### src/rtl/dram_seq_pkg.sv
package dram_seq_pkg;

  typedef enum logic [1:0] {
    OP_READ    = 2'd0,
    OP_WRITE   = 2'd1,
    OP_REFRESH = 2'd2,
    OP_NONE    = 2'd3
  } op_e;

  typedef enum logic [3:0] {
    ST_IDLE,
    ST_ROW,
    ST_RAS,
    ST_COL,
    ST_CAS,
    ST_WEUP,
    ST_RASUP,
    ST_PRE,
    ST_RF_CAS,
    ST_RF_RAS,
    ST_RF_CASUP,
    ST_RF_PRE
  } st_e;

  typedef struct packed {
    logic ras_n;
    logic cas_n;
    logic we_n;
    logic sel_col;
    logic oe;
  } pins_t;

  function automatic pins_t pins_of(st_e s, op_e op);
    pins_t p;
    logic  wr;
    wr = (op == OP_WRITE);
    p  = '{ras_n: 1'b1, cas_n: 1'b1, we_n: 1'b1, sel_col: 1'b0, oe: 1'b0};
    case (s)
      ST_RAS:      begin p.ras_n = 1'b0; p.oe = wr; end
      ST_COL:      begin p.ras_n = 1'b0; p.sel_col = 1'b1; p.we_n = ~wr; p.oe = wr; end
      ST_CAS:      begin p.ras_n = 1'b0; p.cas_n = 1'b0; p.sel_col = 1'b1; p.we_n = ~wr; p.oe = wr; end
      ST_WEUP:     begin p.ras_n = 1'b0; p.cas_n = 1'b0; p.sel_col = 1'b1; p.oe = wr; end
      ST_RASUP:    begin p.cas_n = 1'b0; p.sel_col = 1'b1; end
      ST_RF_CAS:   p.cas_n = 1'b0;
      ST_RF_RAS:   begin p.cas_n = 1'b0; p.ras_n = 1'b0; end
      ST_RF_CASUP: p.ras_n = 1'b0;
      default:     ;
    endcase
    return p;
  endfunction

endpackage

### src/rtl/dram_phase_timer.sv
module dram_phase_timer #(
  parameter int W = 4
) (
  input  logic         clk_i,
  input  logic         rst_ni,
  input  logic         load_i,
  input  logic [W-1:0] val_i,
  output logic         zero_o
);
  logic [W-1:0] cnt_q;

  always_ff @(posedge clk_i or negedge rst_ni) begin
    if (!rst_ni)             cnt_q <= '0;
    else if (load_i)         cnt_q <= val_i;
    else if (cnt_q != '0)    cnt_q <= cnt_q - 1'b1;
  end

  assign zero_o = (cnt_q == '0);

  p_timer_no_wrap_r6: assert property (@(posedge clk_i) disable iff (!rst_ni)
    (!load_i && cnt_q == '0) |=> (cnt_q == '0));
endmodule

### src/rtl/dram_burst_ctr.sv
module dram_burst_ctr #(
  parameter int N = 8
) (
  input  logic clk_i,
  input  logic rst_ni,
  input  logic load_i,
  input  logic dec_i,
  output logic last_o
);
  localparam int W = $clog2(N + 1);
  logic [W-1:0] rem_q;

  always_ff @(posedge clk_i or negedge rst_ni) begin
    if (!rst_ni)                  rem_q <= '0;
    else if (load_i)              rem_q <= W'(N);
    else if (dec_i && rem_q != 0) rem_q <= rem_q - 1'b1;
  end

  assign last_o = (rem_q <= W'(1));

  p_burst_bound_r5: assert property (@(posedge clk_i) disable iff (!rst_ni)
    rem_q <= W'(N));
endmodule

### src/rtl/dram_strobe_seq.sv
module dram_strobe_seq
  import dram_seq_pkg::*;
#(
  parameter int ADDR_W         = 10,
  parameter int T_SETUP        = 1,
  parameter int T_STROBE       = 2,
  parameter int T_PRE          = 2,
  parameter int REFRESH_CYCLES = 8
) (
  input  logic              clk_i,
  input  logic              rst_ni,
  input  logic              cmd_valid_i,
  input  logic [1:0]        cmd_op_i,
  input  logic [ADDR_W-1:0] row_i,
  input  logic [ADDR_W-1:0] col_i,
  input  logic              wdata_i,
  output logic              busy_o,
  output logic              done_o,
  output logic              rdata_o,
  output logic [ADDR_W-1:0] addr_o,
  output logic              ras_no,
  output logic              cas_no,
  output logic              we_no,
  output logic              dq_o,
  output logic              dq_oe_o,
  input  logic              dq_i
);
  localparam int MAX_A = (T_SETUP > T_STROBE) ? T_SETUP : T_STROBE;
  localparam int MAX_H = (MAX_A > T_PRE) ? MAX_A : T_PRE;
  localparam int TW    = $clog2(MAX_H + 1);

  st_e               state_q, state_d;
  op_e               op_q;
  logic [ADDR_W-1:0] row_q, col_q;
  logic              wdata_q;
  logic              accept, phase_end, tmr_zero, burst_last, tmr_load;
  logic [TW-1:0]     tmr_val;
  pins_t             pins_d;

  function automatic logic [TW-1:0] hold_of(st_e s);
    case (s)
      ST_RAS, ST_CAS, ST_RF_RAS: return TW'(T_STROBE - 1);
      ST_PRE, ST_RF_PRE:         return TW'(T_PRE - 1);
      default:                   return TW'(T_SETUP - 1);
    endcase
  endfunction

  assign accept    = (state_q == ST_IDLE) && cmd_valid_i && (op_e'(cmd_op_i) != OP_NONE);
  assign phase_end = (state_q != ST_IDLE) && tmr_zero;

  always_comb begin
    state_d = state_q;
    if (accept) begin
      state_d = (op_e'(cmd_op_i) == OP_REFRESH) ? ST_RF_CAS : ST_ROW;
    end else if (phase_end) begin
      case (state_q)
        ST_ROW:      state_d = ST_RAS;
        ST_RAS:      state_d = ST_COL;
        ST_COL:      state_d = ST_CAS;
        ST_CAS:      state_d = (op_q == OP_WRITE) ? ST_WEUP : ST_RASUP;
        ST_WEUP:     state_d = ST_RASUP;
        ST_RASUP:    state_d = ST_PRE;
        ST_PRE:      state_d = ST_IDLE;
        ST_RF_CAS:   state_d = ST_RF_RAS;
        ST_RF_RAS:   state_d = ST_RF_CASUP;
        ST_RF_CASUP: state_d = ST_RF_PRE;
        ST_RF_PRE:   state_d = burst_last ? ST_IDLE : ST_RF_CAS;
        default:     state_d = ST_IDLE;
      endcase
    end
  end

  assign tmr_load = (state_d != state_q) && (state_d != ST_IDLE);
  assign tmr_val  = hold_of(state_d);
  assign pins_d   = pins_of(state_d, accept ? op_e'(cmd_op_i) : op_q);

  dram_phase_timer #(.W(TW)) u_timer (
    .clk_i  (clk_i),
    .rst_ni (rst_ni),
    .load_i (tmr_load),
    .val_i  (tmr_val),
    .zero_o (tmr_zero)
  );

  dram_burst_ctr #(.N(REFRESH_CYCLES)) u_burst (
    .clk_i  (clk_i),
    .rst_ni (rst_ni),
    .load_i (accept),
    .dec_i  (phase_end && state_q == ST_RF_PRE),
    .last_o (burst_last)
  );

  always_ff @(posedge clk_i or negedge rst_ni) begin
    if (!rst_ni) begin
      state_q <= ST_IDLE;
      op_q    <= OP_NONE;
      row_q   <= '0;
      col_q   <= '0;
      wdata_q <= 1'b0;
      done_o  <= 1'b0;
      rdata_o <= 1'b0;
      addr_o  <= '0;
      ras_no  <= 1'b1;
      cas_no  <= 1'b1;
      we_no   <= 1'b1;
      dq_o    <= 1'b0;
      dq_oe_o <= 1'b0;
    end else begin
      state_q <= state_d;
      done_o  <= (state_q != ST_IDLE) && (state_d == ST_IDLE);
      if (accept) begin
        op_q    <= op_e'(cmd_op_i);
        row_q   <= row_i;
        col_q   <= col_i;
        wdata_q <= wdata_i;
        dq_o    <= wdata_i;
      end
      if (state_q == ST_CAS && phase_end && op_q == OP_READ) rdata_o <= dq_i;
      addr_o  <= pins_d.sel_col ? (accept ? col_i : col_q) : (accept ? row_i : row_q);
      ras_no  <= pins_d.ras_n;
      cas_no  <= pins_d.cas_n;
      we_no   <= pins_d.we_n;
      dq_oe_o <= pins_d.oe;
    end
  end

  assign busy_o = (state_q != ST_IDLE);

  p_idle_strobes_r1: assert property (@(posedge clk_i) disable iff (!rst_ni)
    !busy_o |-> (ras_no && cas_no && we_no && !dq_oe_o));
  p_col_after_row_r2: assert property (@(posedge clk_i) disable iff (!rst_ni)
    ($fell(cas_no) && op_q != OP_REFRESH) |-> !ras_no);
  p_we_before_cas_r3: assert property (@(posedge clk_i) disable iff (!rst_ni)
    ($fell(cas_no) && op_q == OP_WRITE) |-> (!we_no && dq_o == wdata_q));
  p_read_we_high_r4: assert property (@(posedge clk_i) disable iff (!rst_ni)
    (busy_o && op_q == OP_READ) |-> we_no);
  p_cbr_order_r5: assert property (@(posedge clk_i) disable iff (!rst_ni)
    ($fell(ras_no) && op_q == OP_REFRESH) |-> !cas_no);
  p_done_ends_busy_r7: assert property (@(posedge clk_i) disable iff (!rst_ni)
    done_o |-> !busy_o);
  p_oe_write_only_r9: assert property (@(posedge clk_i) disable iff (!rst_ni)
    dq_oe_o |-> (op_q == OP_WRITE));
  p_ras_up_first_r10: assert property (@(posedge clk_i) disable iff (!rst_ni)
    ($rose(ras_no) && op_q != OP_REFRESH) |-> (!cas_no && we_no));
  p_we_low_needs_ras_r3: assert property (@(posedge clk_i) disable iff (!rst_ni)
    !we_no |-> !ras_no);
endmodule

### config.mk
export PLATFORM = sky130hd
export DESIGN_NAME = dram_strobe_seq
export DESIGN_NICKNAME = d
export VERILOG_FILES = /design/src/rtl/dram_seq_pkg.sv /design/src/rtl/dram_phase_timer.sv /design/src/rtl/dram_burst_ctr.sv /design/src/rtl/dram_strobe_seq.sv
export SDC_FILE = /design/constraint.sdc
export NUM_CORES = 1
export LEC_CHECK = 0
export BUFFER_PORTS_ARGS = -buffer_cell sky130_fd_sc_hd__buf_4
export CAP_MARGIN = 20
export CORE_ASPECT_RATIO = 1.4
export CORE_MARGIN = 2
export CORE_UTILIZATION = 51
export CTS_BUF_LIST = sky130_fd_sc_hd__clkbuf_4 sky130_fd_sc_hd__clkbuf_8
export DETAILED_ROUTE_END_ITERATION = 8
export GPL_TIMING_DRIVEN = 0
export PLACE_DENSITY = 0.78
export SYNTH_ARGS = -nofsm -noshare
export SYNTH_HDL_FRONTEND = slang
export SYNTH_SLANG_ARGS = --single-unit
### constraint.sdc
create_clock -name clk_i -period 2.2 [get_ports clk_i]
set_input_delay 0.33 -clock clk_i [delete_from_list [all_inputs] [get_ports clk_i]]
set_output_delay 0.33 -clock clk_i [all_outputs]
set_load 0.005 [all_outputs]
==> results of run 1 <==
==> synthesized netlist by cell type (2+ instances only) <==
cell,count
sky130_fd_sc_hd__a211oi_1,2
sky130_fd_sc_hd__a21oi_1,9
sky130_fd_sc_hd__and3_1,4
sky130_fd_sc_hd__buf_2,2
sky130_fd_sc_hd__clkbuf_1,5
sky130_fd_sc_hd__dfrtp_1,44
sky130_fd_sc_hd__dfstp_2,5
sky130_fd_sc_hd__ha_1,4
sky130_fd_sc_hd__inv_1,6
sky130_fd_sc_hd__mux2_2,11
sky130_fd_sc_hd__nand2_1,71
sky130_fd_sc_hd__nand2b_1,3
sky130_fd_sc_hd__nand3_1,2
sky130_fd_sc_hd__nor2_1,14
sky130_fd_sc_hd__nor2b_1,2
sky130_fd_sc_hd__nor3_1,4
sky130_fd_sc_hd__o21ai_0,3
sky130_fd_sc_hd__xnor2_1,5
==> worst min-delay path by stage <==
| stage | to | slack, ps | cells after the start |
|---|---|---|---|
| global placement | dq_oe_o | 380 | 1 |
| detailed placement | dq_oe_o | 380 | 1 |
| finish | dq_oe_o | 10 | 1 |
| CTS | dq_oe_o | 40 | 1 |
| floorplan | addr_o[0] | 30 | 0 |
| global route | col_q[8] | 70 | 1 |
==> cells by family after synthesis <==
group	after synthesis
simple gates	112
flops	49
xor+xnor	6
fa+ha+maj	4
compound gates	24
buf+inv	16
mux	11
==> metrics by stage <==
step / hold slack (ps) / setup TNS (ps)
floorplan: 34.4 / -845
global placement: 377 / -4920
detailed placement: 380 / -5020
CTS: 43.8 / -1850
global route: 71.9 / -2820
finish: 13.0 / -2000
==> sequential cells by signal, summed over array words and instances, names as in the netlist <==
| name | flops |
|---|---|
| state_q | 4 |
| row_q | 10 |
| u_timer.cnt_q | 2 |
| ras_no | 1 |
| done_o | 1 |
| cas_no | 1 |
| u_burst.rem_q | 4 |
| dq_oe_o | 1 |
| op_q | 2 |
| we_no | 1 |
| addr_o | 10 |
| col_q | 10 |
| dq_o | 1 |
| rdata_o | 1 |
==> cell type report <==
class                           count  area, um^2
Sequential cell                    49        1230
Tap cell                           60        75.1
Timing Repair Buffer               55         425
Clock buffer                        6        82.6
Inverter                            7        26.3
Multi-Input combinational cell    157        1000
Buffer                              9        66.3
Clock inverter                      2        37.5
Fill cell                         318        1290
==> metal layers <==
layer	share of wire [%]	vias to the layer above	track usage [%]	wire length, um
met4	3.2	0	10.9	153
met1	40	859	29.9	1930
met5	0	-	0	0
met3	4.8	12	4.98	232
li1	-	857	-	-
met2	52	56	36.2	2520
==> timing repair <==
| item | 4_1_cts | 5_1_grt |
|---|---|---|
| setup buffers | 8 | 3 |
| resized for setup | 7 | 9 |
| endpoints found under the setup margin | 13 | 17 |
| hold buffers | 0 | 0 |
| pin swaps | 5 | 3 |
| gates cloned | 0 | 0 |
==> worst register-to-register path: cells and delay by family, from the launching register on <==
| family | cells | cell delay, ps |
|---|---|---|
| compound gates | 4 | 590 |
| simple gates | 1 | 550 |
| buf+inv | 3 | 420 |
| flops | 1 | 380 |
| mux | 1 | 340 |
==> power by group through the flow <==
stage	sequential [mW]	combinational, mW	clock, mW
2_1_floorplan	1.45	1.10	0
3_3_place_gp	1.47	1.50	0
3_5_place_dp	1.48	1.55	0
4_1_cts	1.46	1.70	0.684
5_1_grt	1.51	1.98	0.722
6_report	1.47	1.77	0.674
==> results_dict.tcl, run 1 <==
set metrics [dict create \
    rr_endpoint "addr_o[2]" \
    finalPower_mw 3.92 \
    crit_required_ps 2400 \
    timing.critical_path.cells "buf_6 -> or4bb_1 -> a31oi_4 -> a211o_2 -> buf_12 -> a211oi_4 -> a31oi_4 -> buf_12 -> mux2_2" \
    timing.max_slew.rel_slack_pct 60.2 \
    power_frac_seq_pct 37.5 \
    finalSetupViolCount 12 \
    post_synth_main_area_contributors "sky130_fd_sc_hd__dfrtp_1, sky130_fd_sc_hd__nand2_1, sky130_fd_sc_hd__dfstp_2" \
    critical_path.n_buffers_inverters 3 \
    die_height_um 82.8 \
    num_rows 28 \
    post_synth_mux_area_share_pct 5.47 \
    layout_utilization_pct 69.6 \
    synth_compound_area_share_pct 8.78 \
    synth_cell_types 44 \
    tritoncts_clock_tree "done" \
    ys_seq_elements 49 \
    leakage_nw 1.49 \
    gr-usage-all-layers_pct 23.1 \
    largest_family_of_logic_cells_by_synthesized_area "simple AND/OR/NAND/NOR gates" \
    max-clock-path-buffers 2 \
    path_depth 9 \
    grt_start_max_net_pins 50 \
    dpl_cell_area_um2 2680 \
    total_global_routing_overflow 0 \
    critical_path.startpoint_type "flop" \
    timing.final.crit_share_pct 109 \
    worstMarginPinSlew_ps 597 \
    critical_path_type "flop to flop" \
    finClkSkew_ps 4.44 \
    timing.max_cap.violations 0 \
    grt_first_pass_wirelength_um 8660 \
    post_drt_wl_per_cell_um 14.0 \
    worst_ir_drop_vdd_mv 0.972 \
    reg2reg_depth 9 \
    post_synth_and_or_nand_nor_area_fraction_pct 23.0 \
    gp_congestion 0.799 \
    power.combinational.fraction_pct 45.3 \
    floorplan.die_area_um2 5000 \
    ys_async_sr_fraction_pct 100 \
    post_synth.cell_area_avg_um2 10.2 \
    number_of_hold_slack_violations_in_the_final_timing_report 0 \
    clock_sinks 49 \
    die_w_um 60.3 \
    route.detailed.vias_per_inst 5.17 \
    place_hpwl_um 3220 \
    critPathSlowestCell "sky130_fd_sc_hd__or4bb_1" \
    tritoncts.num_buffers 5 \
    crit_path_max_incr_delay_ps 550 \
    final_layout_size_suffix_gt1_share_pct 36.1 \
    post_layout_nonfiller_instances 345 \
    synth.largest_area_cell "sky130_fd_sc_hd__dfrtp_1" \
    final.setup.worst_slack_ps -202 \
    vias_in_the_first_global_route 1833 \
    placed_cells 326 \
    p_int_mw 2.54 \
    placement.setup.worst_slack_ps -477 \
    postSynth.topFlopCell "sky130_fd_sc_hd__dfrtp_1" \
    cp_top_family "compound AO/OA/AOI/OAI gates" \
    detailed_router_s_first_iteration_violation_count 44 \
    layout_min_cycle_time_ps 2400 \
    most_common_cell_after_layout_fill_and_taps_aside "sky130_fd_sc_hd__nand2_1" \
    yosys_warnings 0 \
    outcome "finished with violations" \
    ant_nets 0 \
    synth_enable_flop_cells 0 \
    post_synth_instance_area_um2 2260 \
    unrepaired_setup_endpoints_after_global_routing "true" \
    hold_path.class "input pin to async pin" \
    via_count 1784 \
    final_net_count 315 \
    area_share_of_the_largest_cell_type_after_synthesis_pct 48.6 \
    synthAdderAreaFrac_pct 2.21 \
    num_antenna_cells 0 \
    netSwitchingPower_mw 1.38 \
    slew_violations 0 \
    end_point_of_the_critical_path "addr_o[2]" \
    portBuffers 44 \
    powerDensity_nw_per_um2 1330 \
    startpoint_of_the_worst_slack_reg_to_reg_timing_path "state_q[3]" \
    fp.coreArea_um2 4240 \
    wirelength_um 4840 \
    synth.net_count 253 \
    cts-root-buf "sky130_fd_sc_hd__clkbuf_8" \
    route.detailed.drc 0 \
    worst_skew_pair_later_pin_latency_ps 310 \
    cts.htree.levels 2 \
    clock_power_share_pct 17.2 \
    failed_checks "negative setup slack" \
    switch_share_pct 35.2 \
    antenna_found_initial 0 \
    worstPathArrival_ps 2600 \
    layout_common_cells "sky130_fd_sc_hd__nand2_1, sky130_fd_sc_hd__buf_4, sky130_fd_sc_hd__dfrtp_1" \
    syn-instance-count 222 \
    io_pins 45 \
    layout.cell_area.non_filler_um2 2950 \
    critical_path_fanout_max 10 \
    dr.pass1.iters 4 \
    achievable-frequency_ghz 0.416 \
    rrSetupSlack_ps -200 \
    layout-area-overhead-vs-synth_pct 30.2 \
    crit_path_start "state_q[3]" \
    post_synth_xor_area_fraction_pct 2.32 \
    clk_transition_reported_paths_ps 90 \
    initial_utilization_pct 53.4 \
    end_kind "flop" \
    sequential_cell_area_fraction_in_the_yosys_report_pct 54.4 \
]
No activity file was read; power rests on OpenSTA's default activity.
==> inputs of run 2 (changes only) <==
- CORE_UTILIZATION: 51 -> 57
- PLACE_DENSITY: 0.78 -> 0.82
- clock period: 2.2 -> 2.7 ns (I/O delays scaled with it)
==> results_dict.tcl, run 2 (synthesis results as in run 1) <==
set metrics [dict create \
    vias_in_the_first_global_route 1696 \
    dr.pass1.iters 5 \
    layout-area-overhead-vs-synth_pct 24.2 \
    portBuffers 44 \
    cts-root-buf "sky130_fd_sc_hd__clkbuf_8" \
    cts.htree.levels 2 \
    gr-usage-all-layers_pct 22.9 \
    timing.max_cap.violations 0 \
    fp.coreArea_um2 3880 \
    layout_top_registers "addr_o (10), col_q (10), row_q (10)" \
    fin_setup_tns_ps 0 \
    finClkSkew_ps 9.59 \
    reg2reg_depth 9 \
    clk_transition_reported_paths_ps 90 \
    timing.max_slew.rel_slack_pct 60.1 \
    initial_utilization_pct 58.3 \
    wirelength_um 4730 \
    route.detailed.drc 0 \
    total_global_routing_overflow 0 \
    grt_first_pass_wirelength_um 7740 \
    placed_cells 309 \
    fill_cell_total_of_the_finished_layout 268 \
    number_of_hold_slack_violations_in_the_final_timing_report 0 \
    worstPathArrival_ps 2750 \
    antenna_found_initial 0 \
    layout_min_cycle_time_ps 2560 \
    final_layout_size_suffix_gt1_share_pct 30.9 \
    worst_skew_pair_later_pin_latency_ps 300 \
    achievable-frequency_ghz 0.391 \
    end_kind "flop" \
    startpoint_of_the_worst_slack_reg_to_reg_timing_path "u_burst.rem_q[0]" \
    gp_congestion 0.818 \
    grt_start_max_net_pins 50 \
    die_height_um 78.6 \
    max-clock-path-buffers 2 \
    slew_violations 0 \
    clock_sinks 49 \
    timing.final.crit_share_pct 94.8 \
    most_common_cell_after_layout_fill_and_taps_aside "sky130_fd_sc_hd__nand2_1" \
    powerDensity_nw_per_um2 1080 \
    num_antenna_cells 0 \
    worst_ir_drop_vdd_mv 0.849 \
    rrSetupSlack_ps 140 \
    hold_path.class "input pin to async pin" \
    via_count 1728 \
    route.detailed.vias_per_inst 5.43 \
    die_w_um 57.3 \
    leakage_nw 1.44 \
    post_drt_wl_per_cell_um 14.9 \
    critical_path_type "flop to flop" \
    layout_common_cells "sky130_fd_sc_hd__nand2_1, sky130_fd_sc_hd__dfrtp_1, sky130_fd_sc_hd__buf_4" \
    critical_path.startpoint_type "flop" \
    rr_endpoint "addr_o[1]" \
    detailed_router_s_first_iteration_violation_count 53 \
    worstMarginPinSlew_ps 591 \
    unrepaired_setup_endpoints_after_global_routing "false" \
    io_pins 45 \
    ant_nets 0 \
    finalSetupViolCount 0 \
    tritoncts_clock_tree "done" \
    outcome "complete, no violations" \
    crit_required_ps 2890 \
    place_hpwl_um 3160 \
    critical_path_fanout_max 10 \
    final_net_count 305 \
    tritoncts.num_buffers 5 \
    floorplan.die_area_um2 4500 \
    num_rows 27 \
    post_layout_nonfiller_instances 318 \
]
## run 2: changes by cell type in the layout (fill, tap and decap cells not counted), sizes merged
cell      before  now
buf           58   49
clkinvlp       1    0
## run 2: through the flow
stage                     utilization [%]  power, mW  hold WS, ps  worst slack [ps]  instance area [um^2]
after floorplan                         -       2.06          109               314                  2260
after global placement               68.2       2.39          450             -12.1                  2650
after detailed placement             68.2       2.44          454             -86.6                  2650
after CTS                            71.4       3.02          126              70.6                  2780
after global routing                 72.4       3.25          151              7.46                  2810
final                                72.4       3.05         90.9               140                  2810
## run 2: worst max path at each step
stage                                start  depth (start not counted)   endpoint
after floorplan           u_timer.cnt_q[0]                          9  addr_o[0]
after global placement    u_timer.cnt_q[0]                          9  addr_o[9]
after detailed placement  u_timer.cnt_q[0]                          9  addr_o[1]
after CTS                       state_q[0]                          8  addr_o[1]
after global routing            state_q[0]                          8  addr_o[1]
final                     u_burst.rem_q[0]                          9  addr_o[1]
## run 2: power breakdown
| part | internal, mW | switching, mW |
|---|---|---|
| combinational | 0.624 | 0.676 |
| clock | 0.312 | 0.238 |
| sequential | 1.05 | 0.147 |
## run 2: what timing repair did
item,in CTS,in global routing
resized for setup,1,2
endpoints found under the setup margin,10,11
hold buffers,0,0
endpoints found under the hold margin,0,0
buffers inserted,0,1
## run 2: critical path, stage by stage (launching register included)
cell and delay, ps:
sky130_fd_sc_hd__dfrtp_1 410, sky130_fd_sc_hd__inv_1 120, sky130_fd_sc_hd__ha_1 170, sky130_fd_sc_hd__o21ai_0 60
sky130_fd_sc_hd__o311ai_0 520, sky130_fd_sc_hd__a21bo_4 340, sky130_fd_sc_hd__nor2_2 230, sky130_fd_sc_hd__a31oi_4 130
sky130_fd_sc_hd__buf_12 180, sky130_fd_sc_hd__mux2_2 290
## run 2: area by class of cell
type	count	area (um^2)	share of cell area [%]
clock inverters	1	30.0	1.07
plain buffers	9	60.1	2.14
well taps	43	53.8	1.91
inverters	7	26.3	0.934
repair buffers	45	350	12.5
flip-flops and latches	49	1230	43.8
multi-input cells	157	970	34.5
clock buffers	7	90.1	3.20
## run 2: per-layer routing
metal | wire length, um | global-route usage [%]
met1 | 1940 | 28.4
met2 | 2490 | 38.4
met3 | 230 | 5.60
met4 | 70 | 8.37
met5 | 0 | 0
==> inputs of run 3 (changes only) <==
- RECOVER_POWER: default -> 50
- clock period: 2.7 -> 2.6 ns (I/O delays scaled with it)
==> results_dict.tcl, run 3 (synthesis results as in run 1) <==
set metrics [dict create \
    hold_path.class "input pin to flop" \
    wirelength_um 4780 \
    placed_cells 309 \
    final_layout_size_suffix_gt1_share_pct 31.2 \
    dr.pass1.iters 4 \
    post_drt_wl_per_cell_um 15.0 \
    crit_path_start "u_timer.cnt_q[0]" \
    grt_start_max_net_pins 50 \
    crit_required_ps 2790 \
    clock_sinks 49 \
    tritoncts_clock_tree "done" \
    power_frac_seq_pct 39.0 \
    route.detailed.vias_per_inst 5.43 \
    layout_top_registers "addr_o (10), col_q (10), row_q (10)" \
    gp_congestion 0.818 \
    worst_hold_startpoint "wdata_i" \
    clock_power_share_pct 17.9 \
    fin_setup_tns_ps 0 \
    slew_violations 0 \
    via_count 1733 \
    timing.max_cap.violations 0 \
    worstPathArrival_ps 2690 \
    p_int_mw 2.08 \
    worst_ir_drop_vdd_mv 0.816 \
    holdWs_ps 283 \
    achievable-frequency_ghz 0.401 \
    reg2reg_depth 9 \
    gr-usage-all-layers_pct 22.9 \
    number_of_hold_slack_violations_in_the_final_timing_report 0 \
    num_rows 27 \
    critical_path_fanout_max 10 \
    die_w_um 57.3 \
    io_pins 45 \
    startpoint_of_the_worst_slack_reg_to_reg_timing_path "u_timer.cnt_q[0]" \
    num_antenna_cells 0 \
    netSwitchingPower_mw 1.12 \
    ant_nets 0 \
    finalPower_mw 3.20 \
    tritoncts.num_buffers 5 \
    switch_share_pct 35.0 \
    powerDensity_nw_per_um2 1130 \
    die_height_um 78.6 \
    clk_transition_reported_paths_ps 90 \
    finClkSkew_ps 9.95 \
    rr_endpoint "addr_o[1]" \
    worstMarginPinSlew_ps 1170 \
    outcome "complete, no violations" \
    layout_min_cycle_time_ps 2490 \
    post_layout_nonfiller_instances 319 \
    worst_skew_pair_later_pin_latency_ps 310 \
    power.combinational.fraction_pct 43.1 \
    grt_first_pass_wirelength_um 7750 \
    rrSetupSlack_ps 110 \
    floorplan.die_area_um2 4500 \
    cts-root-buf "sky130_fd_sc_hd__clkbuf_8" \
    leakage_nw 1.44 \
    initial_utilization_pct 58.3 \
    total_global_routing_overflow 0 \
    route.detailed.drc 0 \
    max-clock-path-buffers 2 \
    critical_path.startpoint_type "flop" \
    end_point_of_the_critical_path "addr_o[1]" \
    detailed_router_s_first_iteration_violation_count 75 \
    vias_in_the_first_global_route 1696 \
    layout-area-overhead-vs-synth_pct 25.0 \
    end_kind "flop" \
    timing.final.crit_share_pct 95.9 \
    placement.setup.worst_slack_ps -187 \
    most_common_cell_after_layout_fill_and_taps_aside "sky130_fd_sc_hd__nand2_1" \
    fp.coreArea_um2 3880 \
    cts.htree.levels 2 \
    layout_common_cells "sky130_fd_sc_hd__nand2_1, sky130_fd_sc_hd__dfrtp_1, sky130_fd_sc_hd__buf_4" \
    critical_path_type "flop to flop" \
    finalSetupViolCount 0 \
    timing.max_slew.rel_slack_pct 21.9 \
    final.setup.worst_slack_ps 107 \
    portBuffers 44 \
    antenna_found_initial 0 \
    place_hpwl_um 3160 \
    final_net_count 306 \
]
[run 3: power by group through the flow]
stage	combinational, mW	sequential, mW	clock, mW
2_1_floorplan	0.910	1.23	0
3_3_place_gp	1.24	1.24	0
3_5_place_dp	1.29	1.25	0
4_1_cts	1.34	1.24	0.578
5_1_grt	1.53	1.28	0.604
6_report	1.38	1.25	0.573
[run 3: through the flow]
step / instance area, um^2 / util (%)
2_1_floorplan: 2260 / -
3_3_place_gp: 2650 / 68.2
3_5_place_dp: 2650 / 68.2
4_1_cts: 2800 / 71.9
5_1_grt: 2830 / 72.9
6_report: 2830 / 72.9
[run 3: area by class of cell]
| cell class | count | area (um^2) |
|---|---|---|
| flip-flops and latches | 49 | 1230 |
| well taps | 43 | 53.8 |
| multi-input cells | 157 | 983 |
| inverters | 7 | 26.3 |
| fillers | 267 | 1050 |
| clock inverters | 1 | 30.0 |
| repair buffers | 46 | 355 |
| plain buffers | 9 | 60.1 |
| clock buffers | 7 | 90.1 |
[run 3: worst min path at each step]
| stage | end | slack [ps] | cells past startpoint |
|---|---|---|---|
| 2_1_floorplan | addr_o[0] | 90 | 0 |
| 3_3_place_gp | dq_oe_o | 440 | 1 |
| 3_5_place_dp | state_q[3] | 440 | 1 |
| 4_1_cts | addr_o[1] | 110 | 1 |
| 5_1_grt | row_q[3] | 290 | 3 |
| 6_report | dq_o | 280 | 3 |
[run 3: layer usage]
metal / wire (um) / GRT usage (%) / vias up
met1: 1920 / 28.6 / 842
met3: 292 / 5.60 / 8
met2: 2500 / 38.4 / 51
met4: 70 / 8.37 / 0
li1: - / - / 832
met5: 0 / 0 / -
[run 3: critical path, cell delays in order (launching register included)]
cell and delay (ps):
sky130_fd_sc_hd__dfrtp_1 410, sky130_fd_sc_hd__inv_1 90, sky130_fd_sc_hd__ha_1 200, sky130_fd_sc_hd__o21ai_0 90
sky130_fd_sc_hd__o311ai_0 520, sky130_fd_sc_hd__a21bo_4 340, sky130_fd_sc_hd__a211oi_4 230, sky130_fd_sc_hd__a31oi_4 60
sky130_fd_sc_hd__buf_12 160, sky130_fd_sc_hd__mux2_2 290
[run 3: repair_timing]
| action | CTS | global route |
|---|---|---|
| hold buffers | 0 | 0 |
| resized for setup | 1 | 4 |
| endpoints found under the setup margin | 10 | 11 |
| pin swaps | 0 | 1 |
| gates cloned | 0 | 0 |
| setup buffers | 1 | 1 |
